[src/rtl/fhu_pkg.sv]
package fhu_pkg;

    localparam int CLS_W = 3;
    localparam int SEL_W = 2;
    localparam int NSRC  = 3;   // rb, rc, ra as sources of stage 2
    localparam int NPROD = 3;   // producers in stages 3, 4, 5

    localparam logic [CLS_W-1:0] CL_NOP    = 3'd0;
    localparam logic [CLS_W-1:0] CL_ALU    = 3'd1;
    localparam logic [CLS_W-1:0] CL_LOAD   = 3'd2;
    localparam logic [CLS_W-1:0] CL_LADR   = 3'd3;
    localparam logic [CLS_W-1:0] CL_BRL    = 3'd4;
    localparam logic [CLS_W-1:0] CL_STORE  = 3'd5;
    localparam logic [CLS_W-1:0] CL_BRANCH = 3'd6;

    localparam logic [SEL_W-1:0] SEL_REG = 2'd0;
    localparam logic [SEL_W-1:0] SEL_Z4  = 2'd1;
    localparam logic [SEL_W-1:0] SEL_Z5  = 2'd2;

    typedef struct packed {
        logic [NSRC-1:0]  used;
        logic [NPROD-1:0] hit;
        logic             stall;
    } fhu_stall_t;

    function automatic logic fhu_writes(input logic [CLS_W-1:0] c);
        return (c == CL_ALU) || (c == CL_LOAD) || (c == CL_LADR) || (c == CL_BRL);
    endfunction

endpackage

[src/rtl/fhu_operand_fwd.sv]
module fhu_operand_fwd
    import fhu_pkg::*;
#(
    parameter int REG_W = 5
) (
    input  logic             fwd_en,
    input  logic             cons_alu,
    input  logic             src_used,
    input  logic [REG_W-1:0] src_idx,
    input  logic [CLS_W-1:0] s4_cls,
    input  logic [REG_W-1:0] s4_ra,
    input  logic [CLS_W-1:0] s5_cls,
    input  logic [REG_W-1:0] s5_ra,
    output logic [SEL_W-1:0] sel
);

    logic             m4, m5;
    logic [SEL_W-1:0] sel_d;

    assign m4 = fhu_writes(s4_cls) && (s4_ra == src_idx);
    assign m5 = fhu_writes(s5_cls) && (s5_ra == src_idx);

    always_comb begin
        sel_d = SEL_REG;
        if (fwd_en && cons_alu && src_used) begin
            if (m4) begin
                // nearest writer wins; only an alu result is ready in Z4
                sel_d = (s4_cls == CL_ALU) ? SEL_Z4 : SEL_REG;
            end else if (m5) begin
                sel_d = SEL_Z5;
            end
        end
    end

    assign sel = sel_d;

    always_comb begin
        a_r5_off_no_fwd: assert (fwd_en || sel == SEL_REG)
            else $error("forward select active in strict mode");
        a_r1_z4_from_alu: assert (sel != SEL_Z4 || s4_cls == CL_ALU)
            else $error("Z4 chosen for a non-alu producer");
        a_r6_z5_from_writer: assert (sel != SEL_Z5 || fhu_writes(s5_cls))
            else $error("Z5 chosen for a non-writing class");
    end

endmodule

[src/rtl/fhu_stall_detect.sv]
module fhu_stall_detect
    import fhu_pkg::*;
#(
    parameter int REG_W = 5
) (
    input  logic             fwd_en,
    input  logic [CLS_W-1:0] s2_cls,
    input  logic             s2_imm,
    input  logic [REG_W-1:0] s2_ra,
    input  logic [REG_W-1:0] s2_rb,
    input  logic [REG_W-1:0] s2_rc,
    input  logic [CLS_W-1:0] s3_cls,
    input  logic [REG_W-1:0] s3_ra,
    input  logic [CLS_W-1:0] s4_cls,
    input  logic [REG_W-1:0] s4_ra,
    input  logic [CLS_W-1:0] s5_cls,
    input  logic [REG_W-1:0] s5_ra,
    output logic             stall
);

    logic [CLS_W-1:0] prod_cls [NPROD];
    logic [REG_W-1:0] prod_ra  [NPROD];
    logic [REG_W-1:0] src_idx  [NSRC];
    logic [NSRC-1:0]  used_w;
    logic [NPROD-1:0] hit_w;
    fhu_stall_t       st_d;

    assign prod_cls[0] = s3_cls;
    assign prod_cls[1] = s4_cls;
    assign prod_cls[2] = s5_cls;
    assign prod_ra[0]  = s3_ra;
    assign prod_ra[1]  = s4_ra;
    assign prod_ra[2]  = s5_ra;

    assign src_idx[0] = s2_rb;
    assign src_idx[1] = s2_rc;
    assign src_idx[2] = s2_ra;

    assign used_w[0] = (s2_cls != CL_NOP) && (s2_cls <= CL_BRANCH);
    assign used_w[1] = ((s2_cls == CL_ALU) && !s2_imm) ||
                       (s2_cls == CL_BRANCH) || (s2_cls == CL_BRL);
    assign used_w[2] = (s2_cls == CL_STORE);

    for (genvar p = 0; p < NPROD; p++) begin : g_prod
        logic [NSRC-1:0] eq;
        for (genvar s = 0; s < NSRC; s++) begin : g_src
            assign eq[s] = used_w[s] && (prod_ra[p] == src_idx[s]);
        end
        assign hit_w[p] = fhu_writes(prod_cls[p]) && (|eq);
    end

    always_comb begin
        st_d       = '0;
        st_d.used  = used_w;
        st_d.hit   = hit_w;
        if (!fwd_en) begin
            st_d.stall = |st_d.hit;
        end else if (s2_cls == CL_ALU) begin
            st_d.stall = st_d.hit[0] && (s3_cls != CL_ALU);
        end else begin
            st_d.stall = st_d.hit[0] || st_d.hit[1];
        end
    end

    assign stall = st_d.stall;

    always_comb begin
        a_r11_nop_never_stalls: assert (!(s2_cls == CL_NOP || s2_cls == 3'd7) || !stall)
            else $error("stall raised for an empty decode slot");
        a_r10_stage5_free_in_fwd: assert (!(fwd_en && stall) || hit_w[0] || hit_w[1])
            else $error("forwarding-mode stall without a stage 3/4 hit");
    end

endmodule

[src/rtl/fwd_hazard_unit.sv]
module fwd_hazard_unit
    import fhu_pkg::*;
#(
    parameter int REG_W = 5
) (
    input  logic             fwd_en,
    input  logic [2:0]       s2_cls,
    input  logic             s2_imm,
    input  logic [REG_W-1:0] s2_ra,
    input  logic [REG_W-1:0] s2_rb,
    input  logic [REG_W-1:0] s2_rc,
    input  logic [2:0]       s3_cls,
    input  logic             s3_imm,
    input  logic [REG_W-1:0] s3_ra,
    input  logic [REG_W-1:0] s3_rb,
    input  logic [REG_W-1:0] s3_rc,
    input  logic [2:0]       s4_cls,
    input  logic [REG_W-1:0] s4_ra,
    input  logic [2:0]       s5_cls,
    input  logic [REG_W-1:0] s5_ra,
    output logic [1:0]       x_sel,
    output logic [1:0]       y_sel,
    output logic             pause_s1,
    output logic             pause_s2,
    output logic             nop_s3
);

    localparam int LANES = 2;   // lane 0 feeds X, lane 1 feeds Y

    logic [REG_W-1:0] lane_idx  [LANES];
    logic [LANES-1:0] lane_used;
    logic [SEL_W-1:0] lane_sel  [LANES];
    logic             stall_w;

    assign lane_idx[0]  = s3_rb;
    assign lane_idx[1]  = s3_rc;
    assign lane_used[0] = 1'b1;
    assign lane_used[1] = !s3_imm;

    for (genvar l = 0; l < LANES; l++) begin : g_lane
        fhu_operand_fwd #(.REG_W(REG_W)) u_fwd (
            .fwd_en   (fwd_en),
            .cons_alu (s3_cls == CL_ALU),
            .src_used (lane_used[l]),
            .src_idx  (lane_idx[l]),
            .s4_cls   (s4_cls),
            .s4_ra    (s4_ra),
            .s5_cls   (s5_cls),
            .s5_ra    (s5_ra),
            .sel      (lane_sel[l])
        );
    end

    fhu_stall_detect #(.REG_W(REG_W)) u_stall (
        .fwd_en (fwd_en),
        .s2_cls (s2_cls),
        .s2_imm (s2_imm),
        .s2_ra  (s2_ra),
        .s2_rb  (s2_rb),
        .s2_rc  (s2_rc),
        .s3_cls (s3_cls),
        .s3_ra  (s3_ra),
        .s4_cls (s4_cls),
        .s4_ra  (s4_ra),
        .s5_cls (s5_cls),
        .s5_ra  (s5_ra),
        .stall  (stall_w)
    );

    assign x_sel    = lane_sel[0];
    assign y_sel    = lane_sel[1];
    assign pause_s1 = stall_w;
    assign pause_s2 = stall_w;
    assign nop_s3   = stall_w;

    always_comb begin
        a_r4_imm_keeps_y: assert (!s3_imm || y_sel == SEL_REG)
            else $error("Y forwarded for an immediate form");
        a_r9_alu_stall_cause: assert (!(fwd_en && s2_cls == CL_ALU && pause_s2) ||
                                      (fhu_writes(s3_cls) && s3_cls != CL_ALU))
            else $error("alu consumer stalled behind a forwardable producer");
        a_r12_imm_rc_ignored: assert (!(s2_cls == CL_ALU && s2_imm && s2_rc != s2_rb &&
                                        pause_s2) || s3_ra == s2_rb || s4_ra == s2_rb ||
                                        s5_ra == s2_rb)
            else $error("stall from rc on an immediate alu");
    end

endmodule

[config.mk]
export PLATFORM = sky130hd
export DESIGN_NAME = fwd_hazard_unit
export DESIGN_NICKNAME = d
export VERILOG_FILES = /design/src/rtl/fhu_pkg.sv /design/src/rtl/fhu_operand_fwd.sv /design/src/rtl/fhu_stall_detect.sv /design/src/rtl/fwd_hazard_unit.sv
export SDC_FILE = /design/constraint.sdc
export NUM_CORES = 1
export LEC_CHECK = 0
export ABC_AREA = 1
export BUFFER_PORTS_ARGS = -buffer_cell sky130_fd_sc_hd__buf_2
export CAP_MARGIN = 20
export CORE_ASPECT_RATIO = 1.25
export CORE_MARGIN = 8
export CORE_UTILIZATION = 41
export DETAILED_ROUTE_END_ITERATION = 12
export PLACE_DENSITY = 0.79
export SETUP_SLACK_MARGIN = 0.1
export SYNTH_ARGS = -nofsm -noshare
export SYNTH_HDL_FRONTEND = slang
export SYNTH_SLANG_ARGS = --single-unit
[constraint.sdc]
create_clock -name vclk -period 1.5
set_clock_uncertainty 0.05 [all_clocks]
set_input_delay 0.3 -clock vclk [all_inputs]
set_output_delay 0.3 -clock vclk [all_outputs]
set_load 0.01 [all_outputs]
; Yosys cells after proc, flatten, opt, wreduce, memory -nomap -nowiden
; Index checks and enable logic that the tools add are counted.
[word_totals]
word_cells = 80
inputBits = 55
out_inout_bits = 7
reg_bits = 0
[classes]
mux = 9
n_reduce_logical = 40
n_eq_ne = 30
order_cmp = 1
[ops]
columns = operator, count
row1 = 5-bit == test, 13
row2 = 1-bit logical AND, 21
row3 = "3-bit by 2-bit == test with 1-bit output, second input constant", 6
row4 = "3-bit == test, second input constant", 6
row5 = "3-bit by 1-bit == test with 1-bit output, second input constant", 4
row6 = 1-bit logical OR, 12
row7 = 2-bit two-way mux, 6
row8 = 3-bit OR reduction, 4
row9 = "3-bit less-or-equal comparator, second input constant", 1
row10 = 1-bit two-way mux, 3
row11 = "3-bit by 1-bit != test with 1-bit output, second input constant", 1
row12 = 3-bit nonzero test, 1
row13 = 1-bit zero test, 2

; Longest topological paths before layout
; Gate-level depths: netlist of the first run.
[logic_depth]
word_depth = 10
depth_mapped = 13
ltp_nobuf = 11

; By module
; Synthesis of the first run repeated with hierarchy kept, for this count alone.
[hier_totals]
cells_unflattened = 265
hier_area_um2 = 1363.8
[modules_own_cells]
columns = module, n_inst, area_per_inst_um2, cells_per_inst, seq_area_each_um2
row1 = fhu_stall_detect, 1, 809.5, 144, 0.0
row2 = fhu_operand_fwd, 2, 259.0, 57, 0.0
row3 = fwd_hazard_unit, 1, 36.3, 7, 0.0

; Least setup slack after synthesis of the first run
; OpenSTA, ideal clock, no wires.
[synth_timing]
path_kind = input-to-output
startpoint = in s5_ra[3]
endpoint = out pause_s1
slack_ns = -0.095
path_stages = 13
t_required_ns = 1.150
path_buffers = 2
arrival_time_ns = 1.245
path_cell_list = buf_2 -> inv_1 -> nand2_1 -> nand2_1 -> nand2_1 -> nor2_1 -> nand3_1 -> nand3_1 -> nand2_1 -> nand3_1 -> nand2_1 -> inv_1 -> buf_4
[synth_via]
elab_chain_cells = 6
word_cells_on_any_way = 10
classes_between = eq/ne (3) / mux (1) / reduce/logical (6)
[synth_lines]
columns = item, line_no
row1 = from (decl), fwd_hazard_unit.sv:20  ; input logic [REG_W-1:0] s5_ra,
row2 = 5-bit == test, fhu_stall_detect.sv:47  ; assign eq[s] = used_w[s] && (prod_ra[p] == src_idx[s]);
row3 = 1-bit logical AND, fhu_stall_detect.sv:47
row4 = 3-bit OR reduction (*), fhu_stall_detect.sv:49  ; assign hit_w[p] = fhu_writes(prod_cls[p]) && (|eq);
row5 = 1-bit logical AND (*), fhu_stall_detect.sv:49
row6 = 3-bit OR reduction (*), fhu_stall_detect.sv:57  ; st_d.stall = |st_d.hit;
row7 = 1-bit two-way mux (*), fhu_stall_detect.sv:56  ; if (!fwd_en) begin
row8 = to (decl), fwd_hazard_unit.sv:23  ; output logic pause_s1,
; Mark *: on every way between the ends. The rest lies on a longest branch, timed or not.

; Final worst setup path of the first run
[layout_timing]
startpoint = in s4_ra[2]
endpoint = out pause_s1
[layout_via]
elab_chain_cells = 7
word_cells_on_any_way = 12
classes_between = eq/ne (3) / mux (2) / reduce/logical (7)
[layout_lines]
columns = item, line_no
row1 = from (decl), fwd_hazard_unit.sv:18  ; input logic [REG_W-1:0] s4_ra,
row2 = 5-bit == test, fhu_stall_detect.sv:47
row3 = 1-bit logical AND, fhu_stall_detect.sv:47
row4 = 3-bit OR reduction (*), fhu_stall_detect.sv:49
row5 = 1-bit logical AND (*), fhu_stall_detect.sv:49
row6 = 1-bit logical OR, fhu_stall_detect.sv:61  ; st_d.stall = st_d.hit[0] || st_d.hit[1];
row7 = 1-bit two-way mux, fhu_stall_detect.sv:58  ; end else if (s2_cls == CL_ALU) begin
row8 = 1-bit two-way mux (*), fhu_stall_detect.sv:56
; Marks and branches as above.

==> reports/summary.txt, run 1 <==
First-pass GRT wire length = 5950 um
Arr. time, crit path = 1.30 ns
Hold wc startpoint = s3_imm
Die H = 75.6 um
Total negative slack = -0.786 ns
Top cells by count, synth = nand2_1 (42), xor2_1 (40), nor2_1 (31)
Yosys synthesis warning count = 0
DR pass1 iterations = 6
Slew Limit Fails = 0
Final Cycle Share = 1.10
FFs & Latches = 0
Uppermost layer routed = met3
Final hold vios = 0
Post-Syn Instances = 199
Leak = 0.967 nW
Synthesized area = 1160 um^2
Crit path max fanout = 6
Pwr dens = 277 nW/um^2
Final setup vio count = 7
Yosys top cell area share = 0.301
Design Area, Final = 1840 um^2
Worst relative slew slack = 0.827
Run status = finished, violations left
Antenna violations before repair = 0
Ranking of synthesized cells by area = xor2_1 (30%), nand2_1 (14%), xnor2_1 (11%), nor2_1 (10%), inv_1 (7.7%)
# rows = 21
Worst endpoint required time = 1.15 ns
Metal2 WL = 2170 um
Hold Slack = 0.850 ns
RSZ-0062 raised after global routing = yes
Remaining antenna violation count = 0
Synth unique cells = 22
Seq. cell area = 0 um^2
Wire length on met1 = 1470 um
Routed wire per std cell = 13.2 um
GP Congestion = 0.809
Area delta synth->final = 58.2%
Crit Path Class = in2out
Worst Hold Path EP = y_sel[0]
Met3 WL post-DR = 264 um
Pin count of the biggest net entering global routing = 7
Setup ws final = -0.154 ns
Max VDD drop = 150 uV
Worst hold stages = 3
Fill count = 236
Final #Nets = 318
Layout cell share with drive strength beyond 1 = 0.410
Die W = 63.7 um
Tmin final = 1.65 ns
Count leader, synth = nand2_1
Die area = 4810 um^2
Sequential share of the synthesized area = 0
Largest area contributor in the synthesized netlist = xor2_1
Initial DRC Count = 32
DP HPWL = 3070 um
Port buffer count = 62
Slew @ Worst Pin = 0.258 ns
Via count = 1424
Routed Wire Length = 3900 um
Antenna cells = 0
GRT Total Usage = 0.145
Core Area = 2680 um^2
Vias per std cell = 4.83
Number of remaining DRC errors = 0
Fmax = 605 MHz
# clk buffers = 0
Violated checks = negative setup slack
GRT overflow = 0
CP endpoint kind = primary output
Vias in the first global route = 1423
Initial Utilization = 0.434
Max-Cap Viols = 0
Mean post-synth cell area = 5.85 um^2
Mapped Nets = 254
Cts hold-fix bufs = 0
Critical Path Source Type = input port
Post-DP Area = 1500 um^2
I/O pin count = 62
Worst min path class = in2out
## power breakdown
part / switching [mW] / internal [mW]
combinational: 0.249 / 0.261
clock: 0 / 0
sequential: 0 / 0
## cell type report
| type | instances | area (um^2) | share of cell area |
|---|---|---|---|
| Inverter | 24 | 95.1 | 0.0517 |
| Multi-Input combinational cell | 163 | 1100 | 0.597 |
| Tap cell | 34 | 42.5 | 0.0231 |
| Timing Repair Buffer | 74 | 604 | 0.328 |
## cells in the final DEF, fill, tap and decap left out
cell      instances
xor2_1           40
buf_2            29
a211oi_2          1
buf_6            23
nor2_1           26
buf_12            1
buf_8             3
inv_4             2
nor4_1            1
nand4_1           4
nand3_1           9
o21ai_0           2
inv_1            15
inv_2             7
xnor2_1          12
o22ai_1           1
a21oi_1           1
nand3b_1          3
nor4_2            1
nor4_4            2
buf_4            18
nand2_1          39
xnor2_4           1
nand2_2           3
nor2_2            5
nand3_2           5
a22o_1            1
xnor2_2           2
nor3b_2           1
nor3_2            3
## kinds of logic after synthesis
kind of cell / share of synthesized area
AO/OA/AOI/OAI: 0.0323
XOR/XNOR: 0.414
buffers and inverters: 0.158
AND/OR/NAND/NOR: 0.396
## worst max-delay path by stage
stage | start | endpoint | slack [ns] | cells past startpoint
2_1_floorplan | s5_ra[4] | pause_s1 | -0.02 | 10
3_3_place_gp | s3_cls[1] | y_sel[1] | -0.17 | 9
3_5_place_dp | s3_cls[1] | y_sel[1] | -0.20 | 9
4_1_cts | s3_cls[2] | y_sel[1] | -0.13 | 9
5_1_grt | s2_rc[1] | pause_s1 | -0.21 | 10
6_report | s4_ra[2] | pause_s1 | -0.15 | 10
## what timing repair did
action,4_1_cts,5_1_grt
gates resized for setup,60,28
endpoints found under the setup margin,7,7
buffers inserted,4,0
endpoints found under the hold margin,0,0
pin swaps,26,23
## critical path: stages
cell,delay (ns)
buf_4,0.14
xor2_1,0.15
nor2_1,0.14
nand3_1,0.10
nand3_1,0.10
nand2_1,0.06
nand3_1,0.07
nand2_1,0.06
inv_2,0.08
buf_6,0.10
## metrics by stage
step | std cells | power (mW) | setup slack [ns] | utilization
2_1_floorplan | 199 | 0.264 | -0.0151 | -
3_3_place_gp | 291 | 0.391 | -0.173 | 0.560
3_5_place_dp | 291 | 0.399 | -0.205 | 0.560
4_1_cts | 295 | 0.464 | -0.127 | 0.646
5_1_grt | 295 | 0.552 | -0.213 | 0.687
6_report | 295 | 0.510 | -0.154 | 0.687
## metal layers
layer	up-vias	track usage
met5	-	0
met4	0	0.00248
met3	0	0.0279
met2	56	0.313
met1	633	0.145
li1	735	-
Power figures use the tool's default switching activity.
==> inputs of run 2 (changes only) <==
- CORE_MARGIN: 8 -> 2
- CORE_UTILIZATION: 41 -> 52
- PLACE_DENSITY: 0.79 -> 0.93
- clock period: 1.5 -> 2.05 ns (I/O delays scaled with it)
==> run 2 against run 1 <==
Against the previous run: the flow now finishes without violations; first-iteration DRC count shrank 16%; clock-buffer cell count did not move; sequential share of layout area unchanged; global-route usage grew 9.6 points; final cell count decreased by 4.4%; worst hold slack improved by 0.19 ns; utilization increased by 9.3 points; critical path depth grew 1; flip-flop and latch count stayed put; cell area down 8.3%; non-clock buffer count fell by 10; largest cell class unchanged.
==> reports/summary.txt, run 2 (synthesis results as in run 1) <==
GRT overflow = 0
First-pass GRT wire length = 4930 um
Die W = 46.3 um
Cts hold-fix bufs = 0
Vias in the first global route = 1237
GRT Total Usage = 0.241
Tmin final = 2.02 ns
Die area = 2630 um^2
RSZ-0062 raised after global routing = yes
DR pass1 iterations = 4
Tot Pwr = 0.354 mW
Layout cell share with drive strength beyond 1 = 0.394
Setup WS pre-CTS = 0.113 ns
Critical path origin = s2_rb[0]
Antenna violations before repair = 0
Critical Path Sink = pause_s1
Critical path cell sequence = buf_4, xnor2_2, nand2_1, nor2_1, nand2_1, nand3_2, nand2_1, nand3_1, nand2_1, inv_2, buf_2
Remaining antenna violation count = 0
Arr. time, crit path = 1.56 ns
CP endpoint kind = primary output
GP Congestion = 0.853
Setup ws final = 0.0290 ns
Pwr dens = 210 nW/um^2
Slew @ Worst Pin = 0.306 ns
Final Cycle Share = 0.986
Most frequent cell on the critical path = nand2_1
Hold Slack = 1.04 ns
Seq. cell area = 0 um^2
Via count = 1488
Final #Nets = 308
Pin count of the biggest net entering global routing = 7
Most frequent cells in the layout = nand2_1 (39), buf_2 (37), xor2_1 (36)
Total negative slack = 0 ns
Die H = 56.9 um
# clk buffers = 0
Number of remaining DRC errors = 0
Leak = 0.901 nW
DP HPWL = 2730 um
Antenna cells = 0
Run status = complete, no violations
Initial Utilization = 0.538
Worst min path class = in2out
Max-Cap Viols = 0
Initial DRC Count = 27
Worst relative slew slack = 0.794
Most common cell after layout, fill and taps aside = nand2_1
Final Util = 0.780
Crit Path Class = in2out
Worst endpoint required time = 1.59 ns
FFs & Latches = 0
Crit path max fanout = 3
I/O pin count = 62
Critical Path Source Type = input port
Vias per std cell = 5.28
Final setup vio count = 0
Routed Wire Length = 3880 um
Slew Limit Fails = 0
Port buffer count = 62
Crit path max-delay cell type = xnor2_2
Max VDD drop = 141 uV
Core Area = 2160 um^2
# rows = 19
Final hold vios = 0
Area delta synth->final = 45.1%
Fmax = 495 MHz
Max incr delay on CP = 0.15 ns
Routed wire per std cell = 13.8 um
## run 2: cell types whose count changed in the layout (fill, tap and decap cells not counted), moves of 4 or more
cell,previous run,this run
xnor2_2,2,7
buf_4,18,11
buf_2,29,37
xnor2_1,12,8
xor2_2,0,4
xor2_1,40,36
buf_6,23,15
## run 2: metal layers
layer | part of all wire | up-vias | GRT usage | wire [um]
met3 | 0.062 | 26 | 0.00643 | 240
met1 | 0.34 | 673 | 0.275 | 1320
met5 | 0 | - | 0 | 0
li1 | - | 710 | - | -
met4 | 0.057 | 0 | 0.0449 | 220
met2 | 0.54 | 79 | 0.464 | 2110
## run 2: worst max-delay path: cells and delay by family
family,cells,cell delay (ns)
xor gates and xnor gates,1,0.15
buffers and inverters,3,0.35
and+or+nand+nor,7,0.64
## run 2: cell type report
class | count | area, um^2
Multi-Input combinational cell | 163 | 1110
Fill cell | 164 | 475
Timing Repair Buffer | 64 | 444
Inverter | 24 | 97.6
Tap cell | 31 | 38.8
## run 2: how the worst min path moves through the flow
stage | depth (start not counted) | end | start | slack (ns)
final | 3 | y_sel[0] | s3_imm | 1.04
after global routing | 3 | y_sel[0] | s3_imm | 1.06
after CTS | 3 | y_sel[0] | s3_imm | 1.05
after detailed placement | 3 | y_sel[0] | s3_imm | 1.04
after global placement | 3 | y_sel[0] | s3_imm | 1.03
after floorplan | 1 | y_sel[0] | s3_imm | 0.82
## run 2: stage by stage
step                cells  cell area, um^2
floorplan             199             1160
global placement      280             1420
detailed placement    280             1420
CTS                   280             1420
global route          282             1690
finish                282             1690
## run 2: power by group
group | internal [mW] | switching (mW)
Sequential | 0 | 0
Clock | 0 | 0
Combinational | 0.167 | 0.188
## run 2: what timing repair did
item                                    CTS  global route
endpoints found under the setup margin    0             6
resized for setup                         0            82
setup buffers                             0             2
